<file path="src/rtl/mmio_pkg.sv">
package mmio_pkg;
  typedef enum logic [2:0] {
    DEV_RAM   = 3'd0,
    DEV_LED_R = 3'd1,
    DEV_LED_L = 3'd2,
    DEV_SW_R  = 3'd3,
    DEV_SW_L  = 3'd4,
    DEV_BTN   = 3'd5,
    DEV_SEG   = 3'd6,
    DEV_NONE  = 3'd7
  } dev_e;
endpackage

</file>
<file path="src/rtl/mmio_decode.sv">
module mmio_decode
  import mmio_pkg::*;
#(
  parameter int          ADDR_W   = 32,
  parameter logic [31:0] IO_BASE  = 32'hFFFF_FC00,
  parameter logic [31:0] A_LED_R  = 32'hFFFF_FC60,
  parameter logic [31:0] A_LED_L  = 32'hFFFF_FC62,
  parameter logic [31:0] A_SW_R   = 32'hFFFF_FC70,
  parameter logic [31:0] A_SW_L   = 32'hFFFF_FC72,
  parameter logic [31:0] A_BTN    = 32'hFFFF_FC73,
  parameter logic [31:0] A_SEG    = 32'hFFFF_FC80
) (
  input  logic [ADDR_W-1:0] addr,
  output dev_e              dev
);
  always_comb begin
    if (addr < IO_BASE[ADDR_W-1:0])           dev = DEV_RAM;
    else if (addr == A_LED_R[ADDR_W-1:0])     dev = DEV_LED_R;
    else if (addr == A_LED_L[ADDR_W-1:0])     dev = DEV_LED_L;
    else if (addr == A_SW_R[ADDR_W-1:0])      dev = DEV_SW_R;
    else if (addr == A_SW_L[ADDR_W-1:0])      dev = DEV_SW_L;
    else if (addr == A_BTN[ADDR_W-1:0])       dev = DEV_BTN;
    else if (addr == A_SEG[ADDR_W-1:0])       dev = DEV_SEG;
    else                                      dev = DEV_NONE;
  end
endmodule

</file>
<file path="src/rtl/mmio_wreg.sv">
module mmio_wreg #(
  parameter int W = 8
) (
  input  logic         clk,
  input  logic         rst_n,
  input  logic         we,
  input  logic [W-1:0] d,
  output logic [W-1:0] q
);
  always_ff @(posedge clk or negedge rst_n) begin
    if (!rst_n)  q <= '0;
    else if (we) q <= d;
  end
endmodule

</file>
<file path="src/rtl/mmio_rdmux.sv">
module mmio_rdmux
  import mmio_pkg::*;
#(
  parameter int DATA_W = 32,
  parameter int BANK_W = 8
) (
  input  logic              load,
  input  dev_e              dev,
  input  logic [DATA_W-1:0] ram_rdata,
  input  logic [BANK_W-1:0] sw_right,
  input  logic [BANK_W-1:0] sw_left,
  input  logic              btn,
  output logic [DATA_W-1:0] rdata
);
  always_comb begin
    rdata = '0;
    if (load) begin
      unique case (dev)
        DEV_RAM:  rdata = ram_rdata;
        DEV_SW_R: rdata[BANK_W-1:0] = sw_right;
        DEV_SW_L: rdata[BANK_W-1:0] = sw_left;
        DEV_BTN:  rdata[0] = btn;
        default:  rdata = '0;
      endcase
    end
  end
endmodule

</file>
<file path="src/rtl/mmio_bridge.sv">
module mmio_bridge
  import mmio_pkg::*;
#(
  parameter int DATA_W = 32,
  parameter int BANK_W = 8
) (
  input  logic              clk,
  input  logic              rst_n,
  input  logic [31:0]       cpu_addr,
  input  logic [DATA_W-1:0] cpu_wdata,
  input  logic              cpu_store,
  input  logic              cpu_load,
  output logic [DATA_W-1:0] cpu_rdata,
  input  logic [DATA_W-1:0] ram_rdata,
  output logic              ram_we,
  input  logic [BANK_W-1:0] sw_right,
  input  logic [BANK_W-1:0] sw_left,
  input  logic              btn_enter,
  output logic              led_wr_right,
  output logic              led_wr_left,
  output logic              seg_wr,
  output logic [BANK_W-1:0] led_right,
  output logic [BANK_W-1:0] led_left,
  output logic [DATA_W-1:0] seg_value
);
  dev_e dev;

  mmio_decode #(.ADDR_W(32)) u_dec (
    .addr (cpu_addr),
    .dev  (dev)
  );

  assign ram_we       = cpu_store && (dev == DEV_RAM);
  assign led_wr_right = cpu_store && (dev == DEV_LED_R);
  assign led_wr_left  = cpu_store && (dev == DEV_LED_L);
  assign seg_wr       = cpu_store && (dev == DEV_SEG);

  mmio_wreg #(.W(BANK_W)) u_led_r (
    .clk (clk), .rst_n (rst_n), .we (led_wr_right),
    .d (cpu_wdata[BANK_W-1:0]), .q (led_right)
  );

  mmio_wreg #(.W(BANK_W)) u_led_l (
    .clk (clk), .rst_n (rst_n), .we (led_wr_left),
    .d (cpu_wdata[BANK_W-1:0]), .q (led_left)
  );

  mmio_wreg #(.W(DATA_W)) u_seg (
    .clk (clk), .rst_n (rst_n), .we (seg_wr),
    .d (cpu_wdata), .q (seg_value)
  );

  mmio_rdmux #(.DATA_W(DATA_W), .BANK_W(BANK_W)) u_rd (
    .load      (cpu_load),
    .dev       (dev),
    .ram_rdata (ram_rdata),
    .sw_right  (sw_right),
    .sw_left   (sw_left),
    .btn       (btn_enter),
    .rdata     (cpu_rdata)
  );
endmodule

</file>
<file path="config.mk">
export PLATFORM = sky130hd
export DESIGN_NAME = mmio_bridge
export DESIGN_NICKNAME = d
export VERILOG_FILES = /design/src/rtl/mmio_pkg.sv /design/src/rtl/mmio_decode.sv /design/src/rtl/mmio_wreg.sv /design/src/rtl/mmio_rdmux.sv /design/src/rtl/mmio_bridge.sv
export SDC_FILE = /design/constraint.sdc
export NUM_CORES = 1
export LEC_CHECK = 0
export BUFFER_PORTS_ARGS = -buffer_cell sky130_fd_sc_hd__buf_4
export CAP_MARGIN = 0
export CORE_MARGIN = 5
export CORE_UTILIZATION = 37
export DETAILED_ROUTE_END_ITERATION = 8
export PLACE_DENSITY = 0.77
export SLEW_MARGIN = 20
export SYNTH_ARGS = -nofsm -noshare
export SYNTH_HDL_FRONTEND = slang
export SYNTH_SLANG_ARGS = --single-unit
export TNS_END_PERCENT = 20
</file>
<file path="constraint.sdc">
create_clock -name clk -period 1.4 [get_ports clk]
set_clock_uncertainty 0.2 [all_clocks]
set_input_delay 0.07 -clock clk [delete_from_list [all_inputs] [get_ports clk]]
set_output_delay 0.07 -clock clk [all_outputs]
set_load 0.005 [all_outputs]
</file>
==> reports/qor.json <==
{
  "first_iteration_detailed_routing_drc_count": {"value": 50},
  "start_util": {"value": 0.379},
  "synth_edf_count": {"value": 0},
  "synth_async_sr_flop_share": {"value": 1.00},
  "cp-start-kind": {"value": "input pin"},
  "yosysWarningCount": {"value": 0},
  "grt_first_pass_wirelength": {"value": 15.2, "unit": "mm"},
  "required": {"value": 1.13, "unit": "ns"},
  "rrSetupSlack": {"value": 0.40, "unit": "ns"},
  "detail_route.wirelength": {"value": 10.1, "unit": "mm"},
  "synth_simple_gate_area_frac": {"value": 0.197},
  "cts_root_buffer": {"value": "clkbuf_8"},
  "num_rows": {"value": 31},
  "flip_flop_and_latch_count_after_synthesis": {"value": 48},
  "synth_compound_gate_area_share": {"value": 0.0614},
  "p_sw_frac": {"value": 0.233},
  "final_hold_fails": {"value": 0},
  "max_cap_violations": {"value": 0},
  "place_congestion": {"value": 0.728},
  "groute.usage.overall": {"value": 0.212},
  "synth_mux_area_frac": {"value": 0.281},
  "path_buf_inv": {"value": 2},
  "grt_busiest_layer": {"value": "met2"},
  "grt_start_max_net_pins": {"value": 49},
  "power_frac_clock": {"value": 0.292},
  "area.growth.synth_to_final": {"value": 90.7, "unit": "%"},
  "postSynthNetCount": {"value": 324},
  "clock_tree.buffer_depth": {"value": 2},
  "unrepaired_setup_endpoints_after_global_routing": {"value": "yes"},
  "yosys.cell_types.count": {"value": 42},
  "setup_crit_path_kind": {"value": "input pin to primary output"},
  "min-delay-path-class": {"value": "input pin to async pin"},
  "met3_usage": {"value": 0.0641},
  "use_met2": {"value": 0.404},
  "synth_sequential_area_ratio": {"value": 0.437},
  "sw_power": {"value": 682, "unit": "µW"},
  "p_per_area": {"value": 557, "unit": "nW/µm²"},
  "groute.layer.met1.usage": {"value": 0.219},
  "violations_in_the_final_reports": {"value": "setup timing"},
  "critical_path.cell_chain": {"value": "buf_6, or4b_4, a2111o_1, nor4_2, buf_4"},
  "ctsHtreeMaxLevel": {"value": 2},
  "synth_flop_cell": {"value": "dfrtp_1"},
  "worst_slew_margin_rel": {"value": 0.610},
  "power_share_of_the_sequential_group": {"value": 0.474},
  "synth_adder_area_share": {"value": 0},
  "run_status": {"value": "finished, violations left"},
  "floorplan.die_area": {"value": 9260, "unit": "µm²"},
  "ant_nets": {"value": 0},
  "firstDrtPassIters": {"value": 4},
  "worstReg2RegEnd": {"value": "u_seg.q[27]"},
  "clock.fmax": {"value": 554, "unit": "MHz"},
  "path_max_fanout": {"value": 3},
  "globalRouteOverflowTotal": {"value": 0},
  "numPortBuffers": {"value": 200},
  "totalNegativeSetupSlack": {"value": -19.29, "unit": "ns"},
  "worstSetupStartpoint": {"value": "cpu_addr[1]"},
  "cts_num_sinks": {"value": 48},
  "main_combinational_cell_family_by_area_after_synthesis": {"value": "multiplexers"},
  "synth_area_per_cell": {"value": 13.3, "unit": "µm²"},
  "antenna_found_initial": {"value": 0},
  "setup_viol": {"value": 83},
  "internal-power": {"value": 2240, "unit": "µW"},
  "layout.core_utilization": {"value": 0.723},
  "num_io_pins": {"value": 201},
  "final_min_period_over_clock_period": {"value": 1.29},
  "worst_slew_pin_slew": {"value": 0.585, "unit": "ns"},
  "post-route-min-period": {"value": 1.81, "unit": "ns"},
  "core_area": {"value": 7250, "unit": "µm²"},
  "die-height": {"value": 96.2, "unit": "µm"},
  "report.power.total": {"value": 2920, "unit": "µW"},
  "tritoncts.num_buffers": {"value": 5},
  "layout.nets": {"value": 589},
  "finalMaxSlewViolations": {"value": 0},
  "endpoint_kind": {"value": "primary output"},
  "leakagePower": {"value": 0.00283, "unit": "µW"},
  "fin_hold_ws": {"value": 0.117, "unit": "ns"},
  "final_layout_size_suffix_gt1_frac": {"value": 0.700},
  "critical-path-max-stage-delay": {"value": 0.57, "unit": "ns"},
  "reg2regPathDepth": {"value": 1},
  "reg2reg_from": {"value": "u_seg.q[27]"},
  "wire_per_inst": {"value": 17.6, "unit": "µm"},
  "timing.critical_path.max_delay_family": {"value": "simple AND/OR/NAND/NOR gates"},
  "post_synth_inst_count": {"value": 207},
  "cts_tree": {"value": "done"},
  "worstSkewPairLatency": {"value": 0.29, "unit": "ns"},
  "dr_total_vias": {"value": 2829},
  "grt_pass1_vias": {"value": 3090},
  "detail_route.drc_violations": {"value": 0},
  "ir_drop": {"value": 0.391, "unit": "mV"},
  "drt_via_density": {"value": 4.94},
  "post_synth_xor_area_fraction": {"value": 0},
  "crit_arrival": {"value": 1.54, "unit": "ns"},
  "post-place-ws": {"value": -0.703, "unit": "ns"},
  "cts.reportedPaths.clkPinSlew": {"value": 0.09, "unit": "ns"},
  "floorplan.die.width": {"value": 96.2, "unit": "µm"},
  "slowest_stage": {"value": "or4b_4"},
  "power_frac_comb": {"value": 0.235},
  "post-route-worst-setup-slack": {"value": -0.406, "unit": "ns"},
  "place_hpwl": {"value": 7.22, "unit": "mm"},
  "post_synth_instance_area": {"value": 2750, "unit": "µm²"}
}
[how the worst max path moves through the flow]
stage                    to  slack [ns]  cells after the start
5_1_grt              seg_wr       -0.44                      5
6_report             seg_wr       -0.41                      5
3_3_place_gp   u_led_l.q[1]       -0.69                      5
3_5_place_dp   u_led_l.q[2]       -0.70                      5
2_1_floorplan  u_led_l.q[0]       -0.48                      4
4_1_cts              seg_wr       -0.42                      5
[layout by cell type, fill, tap and decap left out, types with 2 or more instances in the layout]
cell type	netlist	final
inv_1	2	2
clkinvlp_4	0	2
nand4_2	4	3
buf_4	0	211
buf_6	3	21
nor4_4	1	2
dfrtp_1	48	48
and2_1	24	14
or4b_4	1	2
buf_12	0	2
clkbuf_8	0	6
or4_4	1	2
o21ai_0	7	7
nand2_1	2	2
nor3_4	0	2
dlygate4sd3_1	0	33
mux2_2	9	9
nor2_1	2	2
and2_4	0	10
nor4_2	3	3
a21boi_1	8	6
nand4_4	1	2
nand4_1	14	14
mux2_4	38	45
[per-layer routing]
layer  part of all wire  vias to the layer above
met2               0.53                      166
met3               0.11                       10
li1                   -                     1307
met4              0.014                        0
met1               0.34                     1346
met5                  0                        -
[power groups by stage]
stage | Combinational, µW | Clock, µW | Sequential [µW]
final | 687 | 853 | 1380
after global routing | 742 | 940 | 1390
after CTS | 659 | 874 | 1380
after detailed placement | 552 | 0 | 1410
after global placement | 542 | 0 | 1410
after floorplan | 112 | 0 | 1410
[area by class of cell]
class	instances	area, µm²
sequential	48	1200
timing repair buffer	267	2190
fill	461	2010
inverter	2	7.51
multi-input combinational	148	1620
antenna	1	2.50
clock buffer	6	82.6
clock inverter	2	15.0
tap	99	124
[registers in the layout, indices dropped and copies added (netlist names)]
name and count:
u_led_l.q 8, u_led_r.q 8, u_seg.q 32
[cells by family (layout without fill, tap and decap cells)]
kind of cell | Yosys count | after routing
muxes | 56 | 56
AOI/OAI and AO/OA | 21 | 21
buffers and inverters | 11 | 277
DFF | 48 | 48
and+or+nand+nor | 71 | 71
other | 0 | 1
[what timing repair did]
item,4_1_cts,5_1_grt
endpoints found under the hold margin,96,0
gates resized for setup,30,24
hold buffers,33,0
pin swaps,22,14
setup endpoints to repair,83,83
buffers inserted,2,1
[per-stage QoR]
stage          cell area [µm²]  std cells
2_1_floorplan             2750        207
3_3_place_gp              4580        528
3_5_place_dp              4580        528
4_1_cts                   5160        571
5_1_grt                   5250        572
6_report                  5250        573
[cell usage after synthesis (2+ instances only)]
library cell,instances,area share
mux2_2,9,0.037
a21boi_1,8,0.022
buf_2,2,0.0036
and2_1,24,0.055
nand4_2,4,0.018
nor4_2,3,0.014
clkbuf_1,4,0.0055
inv_1,2,0.0027
mux2_4,38,0.21
nor3b_1,2,0.0055
o21ai_0,7,0.013
nor3_1,2,0.0036
and3_1,2,0.0045
nand2_1,2,0.0027
nor2_1,2,0.0027
buf_6,3,0.012
mux2_1,8,0.033
dfrtp_1,48,0.44
nand4_1,14,0.032
Power figures use the tool's default switching activity.
